`config.mk`:
```
export PLATFORM = sky130hd
export DESIGN_NAME = mesi_line_ctl
export DESIGN_NICKNAME = d
export VERILOG_FILES = /design/src/rtl/coh_pkg.sv /design/src/rtl/coh_line_store.sv /design/src/rtl/coh_snoop_unit.sv /design/src/rtl/coh_local_fsm.sv /design/src/rtl/mesi_line_ctl.sv
export SDC_FILE = /design/constraint.sdc
export NUM_CORES = 1
export LEC_CHECK = 0
export BUFFER_PORTS_ARGS = -buffer_cell sky130_fd_sc_hd__buf_4
export CAP_MARGIN = 10
export CORE_ASPECT_RATIO = 0.5
export CORE_MARGIN = 3
export CORE_UTILIZATION = 50
export DETAILED_ROUTE_END_ITERATION = 7
export GPL_TIMING_DRIVEN = 0
export PLACE_DENSITY = 0.72
export REMOVE_ABC_BUFFERS = 1
export SLEW_MARGIN = 0
export SYNTH_ARGS = -nofsm -noshare
export SYNTH_HDL_FRONTEND = slang
export SYNTH_SLANG_ARGS = --single-unit
```
`constraint.sdc`:
```
create_clock -name clk -period 2.95 [get_ports clk]
set_input_delay 0.1475 -clock clk [delete_from_list [all_inputs] [get_ports clk]]
set_output_delay 0.1475 -clock clk [all_outputs]
set_load 0.01 [all_outputs]
```
`src/rtl/coh_pkg.sv`:
```
package coh_pkg;

    typedef enum logic [1:0] {
        ST_I = 2'b00,
        ST_S = 2'b01,
        ST_E = 2'b10,
        ST_M = 2'b11
    } line_st_t;

    typedef enum logic [1:0] {
        BOP_NONE = 2'b00,
        BOP_RD   = 2'b01,
        BOP_RDX  = 2'b10,
        BOP_INV  = 2'b11
    } bus_op_t;

    typedef struct packed {
        logic     use_bus;
        bus_op_t  op;
        line_st_t nxt;
    } lcl_plan_t;

    // State reached by a line that a peer's bus transaction hits.
    function automatic line_st_t snoop_next(line_st_t cur, bus_op_t op);
        line_st_t r;
        case (op)
            BOP_RD:           r = (cur == ST_I) ? ST_I : ST_S;
            BOP_RDX, BOP_INV: r = ST_I;
            default:          r = cur;
        endcase
        return r;
    endfunction

    // Decide what a local access needs, given the looked-up line.
    function automatic lcl_plan_t plan_local(logic hit, line_st_t cur, logic wr);
        lcl_plan_t p;
        p.use_bus = 1'b0;
        p.op      = BOP_NONE;
        p.nxt     = cur;
        if (!hit) begin
            p.use_bus = 1'b1;
            p.op      = wr ? BOP_RDX : BOP_RD;
            p.nxt     = ST_I;
        end else if (wr) begin
            case (cur)
                ST_S: begin
                    p.use_bus = 1'b1;
                    p.op      = BOP_INV;
                end
                ST_E, ST_M: p.nxt = ST_M;
                default: begin
                    p.use_bus = 1'b1;
                    p.op      = BOP_RDX;
                end
            endcase
        end
        return p;
    endfunction

    // State installed when a bus request completes.
    function automatic line_st_t fill_state(bus_op_t op, logic shared);
        line_st_t r;
        if (op == BOP_RD) r = shared ? ST_S : ST_E;
        else              r = ST_M;
        return r;
    endfunction

endpackage

```
`src/rtl/coh_line_store.sv`:
```
module coh_line_store
    import coh_pkg::*;
#(
    parameter int NUM_LINES = 4,
    parameter int IDX_W     = 2,
    parameter int TAG_W     = 4,
    parameter int DATA_W    = 8
) (
    input  logic              clk,
    input  logic              rst,
    // lookup port for the local side
    input  logic [IDX_W-1:0]  a_idx,
    output line_st_t          a_st,
    output logic [TAG_W-1:0]  a_tag,
    output logic [DATA_W-1:0] a_data,
    // lookup port for the snoop side
    input  logic [IDX_W-1:0]  b_idx,
    output line_st_t          b_st,
    output logic [TAG_W-1:0]  b_tag,
    output logic [DATA_W-1:0] b_data,
    // snoop state update (wins on the same index)
    input  logic              sw_en,
    input  logic [IDX_W-1:0]  sw_idx,
    input  line_st_t          sw_st,
    // local line update
    input  logic              lw_en,
    input  logic [IDX_W-1:0]  lw_idx,
    input  line_st_t          lw_st,
    input  logic [TAG_W-1:0]  lw_tag,
    input  logic [DATA_W-1:0] lw_data
);

    line_st_t          st_q   [NUM_LINES];
    logic [TAG_W-1:0]  tag_q  [NUM_LINES];
    logic [DATA_W-1:0] data_q [NUM_LINES];

    assign a_st   = st_q[a_idx];
    assign a_tag  = tag_q[a_idx];
    assign a_data = data_q[a_idx];
    assign b_st   = st_q[b_idx];
    assign b_tag  = tag_q[b_idx];
    assign b_data = data_q[b_idx];

    always_ff @(posedge clk) begin
        for (int i = 0; i < NUM_LINES; i++) begin
            if (rst) begin
                st_q[i]   <= ST_I;
                tag_q[i]  <= '0;
                data_q[i] <= '0;
            end else if (sw_en && sw_idx == IDX_W'(i)) begin
                st_q[i] <= sw_st;
            end else if (lw_en && lw_idx == IDX_W'(i)) begin
                st_q[i]   <= lw_st;
                tag_q[i]  <= lw_tag;
                data_q[i] <= lw_data;
            end
        end
    end


    store_collide_chk: assert property (@(posedge clk) disable iff (rst)
        !(sw_en && lw_en && sw_idx == lw_idx));

endmodule

```
`src/rtl/coh_snoop_unit.sv`:
```
module coh_snoop_unit
    import coh_pkg::*;
#(
    parameter int ADDR_W = 6,
    parameter int IDX_W  = 2,
    parameter int TAG_W  = 4,
    parameter int DATA_W = 8
) (
    input  logic              clk,
    input  logic              rst,
    input  logic              snp_valid,
    input  bus_op_t           snp_op,
    input  logic [ADDR_W-1:0] snp_addr,
    input  line_st_t          cur_st,
    input  logic [TAG_W-1:0]  cur_tag,
    input  logic [DATA_W-1:0] cur_data,
    output logic              sw_en,
    output line_st_t          sw_st,
    output logic              shared_q,
    output logic              supply_q,
    output logic [DATA_W-1:0] data_q
);

    logic hit;

    assign hit   = snp_valid && (cur_st != ST_I) && (cur_tag == snp_addr[ADDR_W-1:IDX_W]);
    assign sw_en = hit;
    assign sw_st = snoop_next(cur_st, snp_op);

    always_ff @(posedge clk) begin
        if (rst) begin
            shared_q <= 1'b0;
            supply_q <= 1'b0;
            data_q   <= '0;
        end else begin
            shared_q <= hit && (snp_op == BOP_RD);
            supply_q <= hit && (cur_st == ST_M);
            data_q   <= (hit && cur_st == ST_M) ? cur_data : '0;
        end
    end


    snoop_shared_chk: assert property (@(posedge clk) disable iff (rst)
        (hit && snp_op == BOP_RD) |=> shared_q);


    dirty_read_supply_chk: assert property (@(posedge clk) disable iff (rst)
        (hit && snp_op == BOP_RD && cur_st == ST_M) |=> (supply_q && !$stable(data_q) || supply_q));


    dirty_kill_supply_chk: assert property (@(posedge clk) disable iff (rst)
        (hit && snp_op != BOP_RD && cur_st == ST_M) |=> supply_q);


    miss_quiet_chk: assert property (@(posedge clk) disable iff (rst)
        !snp_valid |=> (!shared_q && !supply_q));

endmodule

```
`src/rtl/coh_local_fsm.sv`:
```
module coh_local_fsm
    import coh_pkg::*;
#(
    parameter int ADDR_W = 6,
    parameter int IDX_W  = 2,
    parameter int TAG_W  = 4,
    parameter int DATA_W = 8
) (
    input  logic              clk,
    input  logic              rst,
    input  logic              req_valid,
    input  logic              req_write,
    input  logic [ADDR_W-1:0] req_addr,
    input  logic [DATA_W-1:0] req_wdata,
    input  line_st_t          cur_st,
    input  logic [TAG_W-1:0]  cur_tag,
    input  logic [DATA_W-1:0] cur_data,
    input  logic              snoop_clash,
    input  logic              gnt,
    input  logic              shared_in,
    input  logic [DATA_W-1:0] fill,
    output logic              wr_en,
    output line_st_t          wr_st,
    output logic [TAG_W-1:0]  wr_tag,
    output logic [DATA_W-1:0] wr_data,
    output logic              breq,
    output bus_op_t           bop,
    output logic [ADDR_W-1:0] baddr,
    output logic              done_q,
    output logic [DATA_W-1:0] rdata_q,
    output line_st_t          rstate_q,
    output logic              wb_v_q,
    output logic [ADDR_W-1:0] wb_a_q,
    output logic [DATA_W-1:0] wb_d_q
);

    typedef enum logic {PH_IDLE, PH_BUS} phase_t;

    phase_t    ph_q;
    bus_op_t   op_q;
    lcl_plan_t plan;
    logic      hit, accept, finish;
    logic [TAG_W-1:0] req_tag;

    assign req_tag = req_addr[ADDR_W-1:IDX_W];
    assign hit     = (cur_st != ST_I) && (cur_tag == req_tag);
    assign plan    = plan_local(hit, cur_st, req_write);
    assign accept  = (ph_q == PH_IDLE) && req_valid && !done_q && !snoop_clash;
    assign finish  = (ph_q == PH_BUS) && gnt && !snoop_clash;

    assign wr_en   = (accept && !plan.use_bus && req_write) || finish;
    assign wr_st   = finish ? fill_state(op_q, shared_in) : ST_M;
    assign wr_tag  = req_tag;
    assign wr_data = (finish && op_q == BOP_RD) ? fill : req_wdata;

    assign breq  = (ph_q == PH_BUS);
    assign bop   = (ph_q == PH_BUS) ? op_q : BOP_NONE;
    assign baddr = req_addr;

    always_ff @(posedge clk) begin
        if (rst) begin
            ph_q     <= PH_IDLE;
            op_q     <= BOP_NONE;
            done_q   <= 1'b0;
            rdata_q  <= '0;
            rstate_q <= ST_I;
            wb_v_q   <= 1'b0;
            wb_a_q   <= '0;
            wb_d_q   <= '0;
        end else begin
            done_q <= 1'b0;
            wb_v_q <= 1'b0;
            case (ph_q)
                PH_IDLE: begin
                    if (accept) begin
                        if (plan.use_bus) begin
                            ph_q <= PH_BUS;
                            op_q <= plan.op;
                        end else begin
                            done_q   <= 1'b1;
                            rdata_q  <= req_write ? req_wdata : cur_data;
                            rstate_q <= plan.nxt;
                        end
                    end
                end
                PH_BUS: begin
                    if (snoop_clash) begin
                        ph_q <= PH_IDLE;
                    end else if (gnt) begin
                        ph_q     <= PH_IDLE;
                        done_q   <= 1'b1;
                        rdata_q  <= wr_data;
                        rstate_q <= wr_st;
                        if (op_q != BOP_INV && cur_st == ST_M) begin
                            wb_v_q <= 1'b1;
                            wb_a_q <= {cur_tag, req_addr[IDX_W-1:0]};
                            wb_d_q <= cur_data;
                        end
                    end
                end
                default: ph_q <= PH_IDLE;
            endcase
        end
    end


    bus_op_named_chk: assert property (@(posedge clk) disable iff (rst)
        breq |-> (bop != BOP_NONE));


    silent_upgrade_chk: assert property (@(posedge clk) disable iff (rst)
        (accept && hit && req_write && cur_st == ST_E) |=> (done_q && !breq && rstate_q == ST_M));


    owned_hit_chk: assert property (@(posedge clk) disable iff (rst)
        (accept && hit && cur_st == ST_M) |=> (done_q && !breq && rstate_q == ST_M));


    clash_holds_chk: assert property (@(posedge clk) disable iff (rst)
        ((ph_q == PH_IDLE) && snoop_clash) |=> (!done_q && !breq));

endmodule

```
`src/rtl/mesi_line_ctl.sv`:
```
module mesi_line_ctl
    import coh_pkg::*;
#(
    parameter int NUM_LINES = 4,
    parameter int ADDR_W    = 6,
    parameter int DATA_W    = 8
) (
    input  logic              clk,
    input  logic              rst,
    input  logic              lcl_valid,
    input  logic              lcl_write,
    input  logic [ADDR_W-1:0] lcl_addr,
    input  logic [DATA_W-1:0] lcl_wdata,
    output logic              lcl_done,
    output logic [DATA_W-1:0] lcl_rdata,
    output logic [1:0]        lcl_state,
    output logic              bus_req,
    output logic [1:0]        bus_op,
    output logic [ADDR_W-1:0] bus_addr,
    input  logic              bus_gnt,
    input  logic              bus_shared_in,
    input  logic [DATA_W-1:0] bus_fill,
    output logic              wb_valid,
    output logic [ADDR_W-1:0] wb_addr,
    output logic [DATA_W-1:0] wb_data,
    input  logic              snp_valid,
    input  logic [1:0]        snp_op,
    input  logic [ADDR_W-1:0] snp_addr,
    output logic              snp_shared,
    output logic              snp_supply,
    output logic [DATA_W-1:0] snp_data
);

    localparam int IDX_W = $clog2(NUM_LINES);
    localparam int TAG_W = ADDR_W - IDX_W;

    logic [IDX_W-1:0]  l_idx, s_idx;
    line_st_t          a_st, b_st, sw_st, lw_st, rstate;
    logic [TAG_W-1:0]  a_tag, b_tag, lw_tag;
    logic [DATA_W-1:0] a_data, b_data, lw_data;
    logic              sw_en, lw_en, clash;
    bus_op_t           bop;

    assign l_idx = lcl_addr[IDX_W-1:0];
    assign s_idx = snp_addr[IDX_W-1:0];
    assign clash = snp_valid && (s_idx == l_idx);

    coh_line_store #(
        .NUM_LINES(NUM_LINES), .IDX_W(IDX_W), .TAG_W(TAG_W), .DATA_W(DATA_W)
    ) u_store (
        .clk(clk), .rst(rst),
        .a_idx(l_idx), .a_st(a_st), .a_tag(a_tag), .a_data(a_data),
        .b_idx(s_idx), .b_st(b_st), .b_tag(b_tag), .b_data(b_data),
        .sw_en(sw_en), .sw_idx(s_idx), .sw_st(sw_st),
        .lw_en(lw_en), .lw_idx(l_idx), .lw_st(lw_st), .lw_tag(lw_tag), .lw_data(lw_data)
    );

    coh_snoop_unit #(
        .ADDR_W(ADDR_W), .IDX_W(IDX_W), .TAG_W(TAG_W), .DATA_W(DATA_W)
    ) u_snoop (
        .clk(clk), .rst(rst),
        .snp_valid(snp_valid), .snp_op(bus_op_t'(snp_op)), .snp_addr(snp_addr),
        .cur_st(b_st), .cur_tag(b_tag), .cur_data(b_data),
        .sw_en(sw_en), .sw_st(sw_st),
        .shared_q(snp_shared), .supply_q(snp_supply), .data_q(snp_data)
    );

    coh_local_fsm #(
        .ADDR_W(ADDR_W), .IDX_W(IDX_W), .TAG_W(TAG_W), .DATA_W(DATA_W)
    ) u_local (
        .clk(clk), .rst(rst),
        .req_valid(lcl_valid), .req_write(lcl_write), .req_addr(lcl_addr), .req_wdata(lcl_wdata),
        .cur_st(a_st), .cur_tag(a_tag), .cur_data(a_data),
        .snoop_clash(clash),
        .gnt(bus_gnt), .shared_in(bus_shared_in), .fill(bus_fill),
        .wr_en(lw_en), .wr_st(lw_st), .wr_tag(lw_tag), .wr_data(lw_data),
        .breq(bus_req), .bop(bop), .baddr(bus_addr),
        .done_q(lcl_done), .rdata_q(lcl_rdata), .rstate_q(rstate),
        .wb_v_q(wb_valid), .wb_a_q(wb_addr), .wb_d_q(wb_data)
    );

    assign bus_op    = bop;
    assign lcl_state = rstate;

endmodule

```
==> results of run 1 <==
layout make-up:
cell class / instances / area, sq um / area share
Inverter: 9 / 33.8 / 0.00565
Multi-Input combinational cell: 274 / 2330 / 0.391
Tap cell: 135 / 169 / 0.0283
Clock buffer: 12 / 236 / 0.0396
Timing Repair Buffer: 90 / 691 / 0.116
Clock inverter: 4 / 47.5 / 0.00796
Sequential cell: 95 / 2460 / 0.412
report_power, final:
group	internal (uW)	switching (uW)	leakage (uW)	total, uW
clock	655	479	0.000138	1130
combinational	186	220	0.00122	406
sequential	1450	31.8	0.000899	1480
through the flow:
step                worst slack [ns]  setup TNS (ns)  std cells
floorplan                     -0.746          -35.20        378
global placement               -2.04         -152.80        594
detailed placement            -0.401          -12.02        599
CTS                           0.0247               0        615
global route                 -0.0926           -2.58        619
finish                        0.0749               0        619
Yosys cell counts (3+ instances only):
cell	n	area, sq um
a2111o_1	3	33.8
a2111oi_4	3	82.6
a211o_1	5	43.8
a211oi_1	11	82.6
a21oi_1	5	25.0
a221oi_1	8	70.1
and2_1	17	106
and3_1	5	31.3
buf_1	3	11.3
buf_2	6	30.0
buf_4	10	75.1
clkbuf_1	11	41.3
dfxtp_1	39	781
edfxtp_1	56	1680
inv_1	9	33.8
mux2i_1	34	340
mux4_2	26	586
nand2_1	12	45.0
nand3_1	5	25.0
nor2_1	69	259
nor2b_1	12	75.1
o21ai_0	4	20.0
o2bb2ai_1	6	52.6
or2_1	7	43.8
or2_2	6	37.5
xnor2_1	7	61.3
xnor2_2	3	48.8
what timing repair did:
action / in CTS / in global routing
gates cloned: 0 / 0
gates resized for setup: 4 / 1
endpoints found under the setup margin: 36 / 58
pin swaps: 0 / 2
buffers inserted: 0 / 4
flip-flops by register name (all words and copies together) (netlist names), 2 cells and up:
register and count:
u_local.op_q 2, u_local.rdata_q 8, u_local.rstate_q 2, u_local.wb_a_q 6, u_local.wb_d_q 8, u_snoop.data_q 8
u_store.data_q 32, u_store.st_q 8, u_store.tag_q 16
per-layer routing:
layer	up-vias	track usage	routed length (um)
li1	1668	-	-
met1	1695	0.286	4970
met2	144	0.357	5770
met3	15	0.0600	988
met4	0	0.0613	138
met5	-	0	0
worst max-delay path by stage:
stage / startpoint / slack, ns / end
floorplan: u_local.breq / -0.75 / u_local.rdata_q[0]
global placement: u_local.breq / -2.04 / u_local.rdata_q[6]
detailed placement: lcl_addr[0] / -0.40 / u_store.data_q[2][6]
CTS: u_store.tag_q[3][0] / 0.02 / u_store.data_q[2][7]
global route: u_store.tag_q[3][0] / -0.09 / u_store.data_q[3][4]
finish: u_store.tag_q[3][0] / 0.07 / u_store.data_q[1][5]
worst max-delay path, cell delays in order (launching register included):
cell and delay (ns):
edfxtp_1 0.41, mux4_2 0.54, xnor2_2 0.19, nand4_2 0.22, o31a_4 0.51, a211oi_1 0.25
or2_2 0.41
kinds of logic after synthesis:
family                 Yosys count  share of synthesized area
AND/OR/NAND/NOR                144                      0.141
flip-flops                      95                      0.496
multiplexers                    60                      0.186
AO/OA/AOI/OAI                   58                      0.109
buffers and inverters           41                     0.0431
XOR/XNOR                        12                     0.0257
==> run metrics, run 1 <==
Ys Warns=0; Clock Tree Root=clkbuf_16; H-tree depth=3; Setup violations, final=0; Critical Path RT=2.95 ns; FF-to-FF setup slack=0.07 ns; P&R area growth vs syn=20.3%; DRC marker count from the first detailed-route iteration=299; hold path endpoint=u_snoop.shared_q; CTS tree=built; max_cap viols=0; Cells after Synth=410; drt drc=0; Primary FF master, synth=edfxtp_1; GPL Wtd Cong=0.826; R2R depth=6; Post-synth ARST share=0; FF+latch count, synth=95; syn_area_per_cell=12.1 sq um; WL/cell=19.2 um; ant diodes=0; placed cell area=5640 sq um; worst hold path startpoint=snp_op[0]; RR Endpoint=u_store.data_q[1][5]; most common cell after layout, fill and taps aside=buf_4; crit path kind=reg2reg; crit start category=flip-flop; Reg clk slew, reported paths=0.07 ns; Fmax=348 MHz; CTS Buf Count=9; layout cell share with drive strength beyond 1=0.308; placeable core area=9540 sq um; CP max FO=16; period utilization=0.975; post-layout util=0.626; max-slew violation count=0; post-route ant nets=0; Reg-to-Reg Start=u_store.tag_q[3][0]; HP Class=in2reg; Initial Utilization=0.521; maximum VDD drop=294 uV; Final Skew=0.00930 ns; Placement Rows=25; clk sink count=95; GR Util All Layers=0.218; die height=76.5 um; Fin. Hold Viols=0; fin nets=516; run status=completed; worst-margin pin slew=0.630 ns; final worst path period need=2.88 ns; synthesized area=4970 sq um; largest net degree at the start of global routing=45; RSZ-0062 raised after global routing=true; total global routing overflow=0; vias per cell=5.69; worst skew pair latency=0.34 ns; WL final=11900 um; P per Cell Area=506 nW/um^2; cts hold-fix bufs=0; Crit. End Element=flip-flop; total power=3020 uW; Max Buffers Root-to-Sink=2; P_leak=0.00226 uW; Non-Filler Cell Area, Final=5980 sq um; initial antenna violation count=0; commonest non-fill, non-tap cells in the layout=buf_4 (88), nor2_1 (69), edfxtp_1 (56); synth unique cells=46; Buffers on Ports=81; Worst Hold Slack=0.101 ns; 1st-pass router iterations=5; post-DP HPWL=8130 um; Layout fillers=758; Slew Limit Headroom=0.578; sequential fraction of the synthesis area=0.496; detailed-route via count=3522; Top-Level Pins=82; Arr. time, crit path=2.88 ns; Die X=147 um; vias in the first global route=3472; Die ar.=11200 sq um; first-pass GRT wire length=18700 um; Post-synth EDFFs=56; Hold Crit Depth=2
Note: power is estimated with default switching activity, not from simulation.
==> inputs of run 2 (changes only) <==
Settings changed: CORE_ASPECT_RATIO 0.5 to 0.6.
==> run 2 against run 1 <==
- register-to-register slack improved by 0.08 ns
- worst setup slack improved by 0.084 ns
- clock skew decreased by 0.0029 ns
- core utilization increased by 1.6 points
- critical endpoint is now u_store.data_q[2][1]
- wire length increased by 10%
==> run metrics, run 2 (synthesis gave the netlist of run 1 again) <==
Reg clk slew, reported paths=0.07 ns (about the same); placeable core area=9430 sq um (was 9540 sq um); Sw Ratio=0.243 (was 0.241); Max Buffers Root-to-Sink=2 (unchanged); most common cell after layout, fill and taps aside=buf_4 (unchanged); combinational power share=0.138 (was 0.134); pre-CTS setup slack=-0.517 ns (was -0.401 ns); HP Class=in2reg (unchanged); CP max FO=12 (was 16); RR Endpoint=u_store.data_q[2][1] (was u_store.data_q[1][5]); crit path kind=reg2reg (unchanged); Initial Utilization=0.527 (was 0.521); post-route ant nets=0 (unchanged); 1st-pass router iterations=4 (was 5); Slew Limit Headroom=0.542 (was 0.578); Reg-to-Reg Start=u_store.tag_q[3][1] (was u_store.tag_q[3][0]); first-pass GRT wire length=20100 um (was 18700 um); commonest non-fill, non-tap cells in the layout=buf_4 (90), nor2_1 (69), edfxtp_1 (56) (was buf_4 (88), nor2_1 (69), edfxtp_1 (56)); slowest CP cell=mux4_2 (unchanged); vias in the first global route=3571 (was 3472); most flop-heavy register=u_store.data_q (unchanged); P&R area growth vs syn=21.8% (was 20.3%); Critical Path RT=2.98 ns (was 2.95 ns); ant diodes=0 (unchanged); Top Registers=u_store.data_q (32), u_store.tag_q (16) (unchanged); Worst Setup SP=u_store.tag_q[3][1] (was u_store.tag_q[3][0]); Final WS setup=0.159 ns (was 0.0749 ns); detailed-route via count=3697 (was 3522); maximum VDD drop=372 uV (was 294 uV); layout cell share with drive strength beyond 1=0.322 (was 0.308); Arr. time, crit path=2.82 ns (was 2.88 ns); Fmax=358 MHz (was 348 MHz); WL final=13100 um (was 11900 um); FF-to-FF setup slack=0.16 ns (was 0.07 ns); clk sink count=95 (unchanged); Placement Rows=27 (was 25); hold path endpoint=u_snoop.shared_q (unchanged); worst skew pair latency=0.34 ns (about the same); total global routing overflow=0 (unchanged); drt drc=0 (unchanged); Final Skew=0.00642 ns (was 0.00930 ns); run status=completed (unchanged); total power=3100 uW (was 3020 uW); Buffers on Ports=81 (unchanged); Setup violations, final=0 (unchanged); R2R depth=6 (unchanged); H-tree depth=3 (unchanged); slowest stage delay, CP=0.52 ns (was 0.54 ns); final worst path period need=2.79 ns (was 2.88 ns); max_cap viols=0 (unchanged); Pint=2350 uW (was 2290 uW); GPL Wtd Cong=0.832 (was 0.826); WL/cell=21.1 um (was 19.2 um); worst-margin pin slew=0.684 ns (was 0.630 ns); max FFs per register=32 (unchanged); largest net degree at the start of global routing=45 (unchanged); P_leak=0.00230 uW (was 0.00226 uW); max-slew violation count=0 (unchanged); cells along the critical path=mux4_2, xnor2_1, nand4_2, o31a_4, a211oi_4, or2_4 (was mux4_2, xnor2_2, nand4_2, o31a_4, a211oi_1, or2_2); Crit. End Element=flip-flop (unchanged); Die X=135 um (was 147 um); DRC marker count from the first detailed-route iteration=403 (was 299); vias per cell=5.98 (was 5.69); Sw Pwr=754 uW (was 730 uW); die height=83.2 um (was 76.5 um); Worst Hold Slack=0.0851 ns (was 0.101 ns); Seq pwr share=0.479 (was 0.491); RSZ-0062 raised after global routing=false (was true); post-DP HPWL=9120 um (was 8130 um); initial antenna violation count=0 (unchanged); GR Util All Layers=0.235 (was 0.218); Hold Crit Depth=2 (unchanged); CTS tree=built (unchanged); P per Cell Area=512 nW/um^2 (was 506 nW/um^2); crit start category=flip-flop (unchanged); Fin. Hold Viols=0 (unchanged); period utilization=0.946 (was 0.975); CTS Buf Count=9 (unchanged); fin nets=520 (was 516); cts hold-fix bufs=0 (unchanged); Die ar.=11200 sq um (about the same); Top-Level Pins=82 (unchanged); Clock Power Share=0.383 (was 0.375); worst hold path startpoint=snp_op[0] (unchanged); Clock Tree Root=clkbuf_16 (unchanged)
[run 2: changes by cell type in the layout (fill, tap and decap cells not counted), sizes merged]
cell / delta
clkinvlp: +1
or2: +1
buf: +3
clkbuf: +1
clkinv: -2
[run 2: worst max-delay path by stage]
stage,endpoint,slack [ns]
after floorplan,u_local.rdata_q[0],-0.75
after global placement,u_local.rdata_q[2],-1.75
after detailed placement,u_store.data_q[2][3],-0.52
after CTS,u_store.st_q[2][0],0.005
after global routing,u_local.rdata_q[0],0.03
final,u_store.data_q[2][1],0.16
[run 2: per-layer routing]
layer  vias up  part of all wire  global-route usage
li1       1669                 -                   -
met1      1820              0.45               0.360
met2       198              0.44               0.340
met3        10              0.10              0.0611
met4         0            0.0080              0.0416
met5         -                 0                   0
[run 2: cell type report]
type	count	area [sq um]
tap	130	163
sequential	95	2460
timing repair buffer	93	717
multi-input combinational	275	2370
clock buffer	13	260
fill	724	3370
inverter	9	33.8
clock inverter	3	42.5
[run 2: critical path, delay by kind of cell, from the launching register on]
| kind | cells | cell delay, ns |
|---|---|---|
| simple gates | 2 | 0.54 |
| compound gates | 2 | 0.79 |
| flops | 1 | 0.40 |
| mux | 1 | 0.52 |
| xor+xnor | 1 | 0.21 |
[run 2: what timing repair did]
action / CTS / global route
gates cloned: 0 / 1
pin swaps: 0 / 4
setup buffers: 2 / 6
endpoints found under the setup margin: 60 / 70
resized for setup: 6 / 5
[run 2: power by group through the flow]
stage | clock (uW) | combinational [uW] | sequential (uW)
6_report | 1190 | 429 | 1480
4_1_cts | 1200 | 413 | 1480
3_5_place_dp | 0 | 407 | 1510
2_1_floorplan | 0 | 220 | 1510
5_1_grt | 1250 | 462 | 1490
3_3_place_gp | 0 | 394 | 1510
[run 2: metrics by stage]
stage	cells	area, sq um	setup TNS (ns)	util
finish	618	6050	0	0.642
global route	618	6050	0	0.642
CTS	611	5970	0	0.634
detailed placement	593	5630	-19.03	0.598
global placement	589	5560	-148.08	0.590
floorplan	378	4790	-35.20	-
==> inputs of run 3 (changes only) <==
Settings changed: CORE_UTILIZATION 50 to 55, GPL_TIMING_DRIVEN 0 to default, PLACE_DENSITY 0.72 to 0.78.
==> run 3 against run 2 <==
- non-clock buffer count increased by 5
- final cell count down 2.3%
- clock power is 10% lower
- critical endpoint is now u_store.data_q[3][2]
==> run metrics, run 3 (synthesis gave the netlist of run 1 again) <==
largest net degree at the start of global routing=45 (unchanged); Die ar.=10200 sq um (was 11200 sq um); worst setup path end=u_store.data_q[3][2] (was u_store.data_q[2][1]); commonest non-fill, non-tap cells in the layout=buf_4 (98), nor2_1 (69), edfxtp_1 (56) (was buf_4 (90), nor2_1 (69), edfxtp_1 (56)); Fin. Hold Viols=0 (unchanged); Placement Rows=26 (was 27); most flop-heavy register=u_store.data_q (unchanged); most common cell after layout, fill and taps aside=buf_4 (unchanged); placeable core area=8650 sq um (was 9430 sq um); Non-Filler Instances=604 (was 618); final worst path period need=2.77 ns (was 2.79 ns); vias in the first global route=3548 (was 3571); Die X=129 um (was 135 um); Sequential Area=2460 sq um (about the same); HP Class=in2reg (unchanged); DRC marker count from the first detailed-route iteration=335 (was 403); RR Endpoint=u_store.data_q[3][2] (was u_store.data_q[2][1]); CTS Buf Count=9 (unchanged); worst-margin pin slew=0.570 ns (was 0.684 ns); met3 wire length=1490 um (was 1330 um); Reg-to-Reg Start=u_store.tag_q[2][2] (was u_store.tag_q[3][1]); Top-Level Pins=82 (unchanged); Critical Path RT=2.95 ns (was 2.98 ns); P&R area growth vs syn=19.9% (was 21.8%); WL/cell=21.7 um (was 21.1 um); fin nets=524 (was 520); Layout fillers=641 (was 724); CP max FO=16 (was 12); Worst Setup SP=u_store.tag_q[2][2] (was u_store.tag_q[3][1]); run status=completed (unchanged); Reg clk slew, reported paths=0.07 ns (about the same); detailed-route via count=3713 (was 3697); maximum VDD drop=370 uV (was 372 uV); CTS tree=built (unchanged); period utilization=0.939 (was 0.946); worst skew pair latency=0.34 ns (about the same); max FFs per register=32 (unchanged); CTS resizes=0 (was 6); post-route ant nets=0 (unchanged); max-slew violation count=0 (unchanged); first-pass GRT wire length=20000 um (was 20100 um); post-layout util=0.688 (was 0.642); GPL Wtd Cong=0.924 (was 0.832); crit start category=flip-flop (unchanged); drt drc=0 (unchanged); Top Registers=u_store.data_q (32), u_store.tag_q (16) (unchanged); total global routing overflow=0 (unchanged); Max Buffers Root-to-Sink=2 (unchanged); H-tree depth=3 (unchanged); placed cell area=5690 sq um (was 5630 sq um); Non-Filler Cell Area, Final=5960 sq um (was 6050 sq um); R2R depth=6 (unchanged); WL final=13100 um (about the same); GR Util All Layers=0.263 (was 0.235); setup_tns=0 ns (unchanged); max_cap viols=0 (unchanged); Final Skew=0.00932 ns (was 0.00642 ns); post-DP HPWL=9760 um (was 9120 um); Buffers on Ports=81 (unchanged); initial antenna violation count=0 (unchanged); Fmax=361 MHz (was 358 MHz); Crit. End Element=flip-flop (unchanged); Initial Utilization=0.574 (was 0.527); 1st-pass router iterations=5 (was 4); Clock Tree Root=clkbuf_16 (unchanged); clk sink count=95 (unchanged); P per Cell Area=499 nW/um^2 (was 512 nW/um^2); crit path kind=reg2reg (unchanged); M1 wire length=5780 um (was 5940 um); Slew Limit Headroom=0.620 (was 0.542); layout cell share with drive strength beyond 1=0.321 (was 0.322); Setup violations, final=0 (unchanged); RSZ-0062 raised after global routing=false (unchanged); ant diodes=0 (unchanged); setup bufs post-CTS=0 (was 2); P_leak=0.00229 uW (was 0.00230 uW); Multi-input gate area=2320 sq um (was 2370 sq um); FF-to-FF setup slack=0.18 ns (was 0.16 ns); die height=79.6 um (was 83.2 um); cts hold-fix bufs=0 (unchanged); Arr. time, crit path=2.77 ns (was 2.82 ns); placed cells=588 (was 593); WL met2=5710 um (was 5690 um); Worst Hold Slack=0.0544 ns (was 0.0851 ns); vias per cell=6.15 (was 5.98); uppermost routed layer=met4 (unchanged)
==> run 3: per-layer routing <==
layer / GRT usage / vias up
li1: - / 1686
met1: 0.386 / 1812
met2: 0.386 / 201
met3: 0.0816 / 14
met4: 0.0587 / 0
met5: 0 / -
==> run 3: metrics by stage <==
step | setup WS (ns) | total power (uW)
after floorplan | -0.746 | 1730
after global placement | 0.173 | 1920
after detailed placement | 0.123 | 1930
after CTS | 0.179 | 2980
after global routing | 0.0380 | 3080
final | 0.180 | 2970
==> run 3: area by class of cell <==
type	count	share of cell area
flip-flops and latches	95	0.413
multi-input cells	274	0.389
repair buffers	98	0.124
clock buffers	12	0.0414
well taps	112	0.0235
inverters	9	0.00567
clock inverters	4	0.00378
==> run 3: worst min-delay path by stage <==
stage | depth (start not counted) | startpoint | endpoint
2_1_floorplan | 1 | rst | u_local.op_q[1]
3_3_place_gp | 2 | snp_op[0] | u_snoop.shared_q
3_5_place_dp | 2 | snp_op[0] | u_snoop.shared_q
4_1_cts | 2 | snp_op[0] | u_snoop.shared_q
5_1_grt | 2 | snp_op[0] | u_snoop.shared_q
6_report | 2 | snp_op[0] | u_snoop.shared_q
==> run 3: critical path, stage by stage, from the launching register on <==
cell      delay, ns
edfxtp_1       0.41
mux4_2         0.53
xnor2_2        0.16
nand4_2        0.14
o31a_4         0.47
a211oi_1       0.31
or2_2          0.40
==> run 3: where the power goes <==
group	leakage (uW)	internal (uW)	switching (uW)
clock network	0.000132	591	477
registers	0.000899	1450	31.6
logic	0.00125	190	234
total	0.00229	2230	742
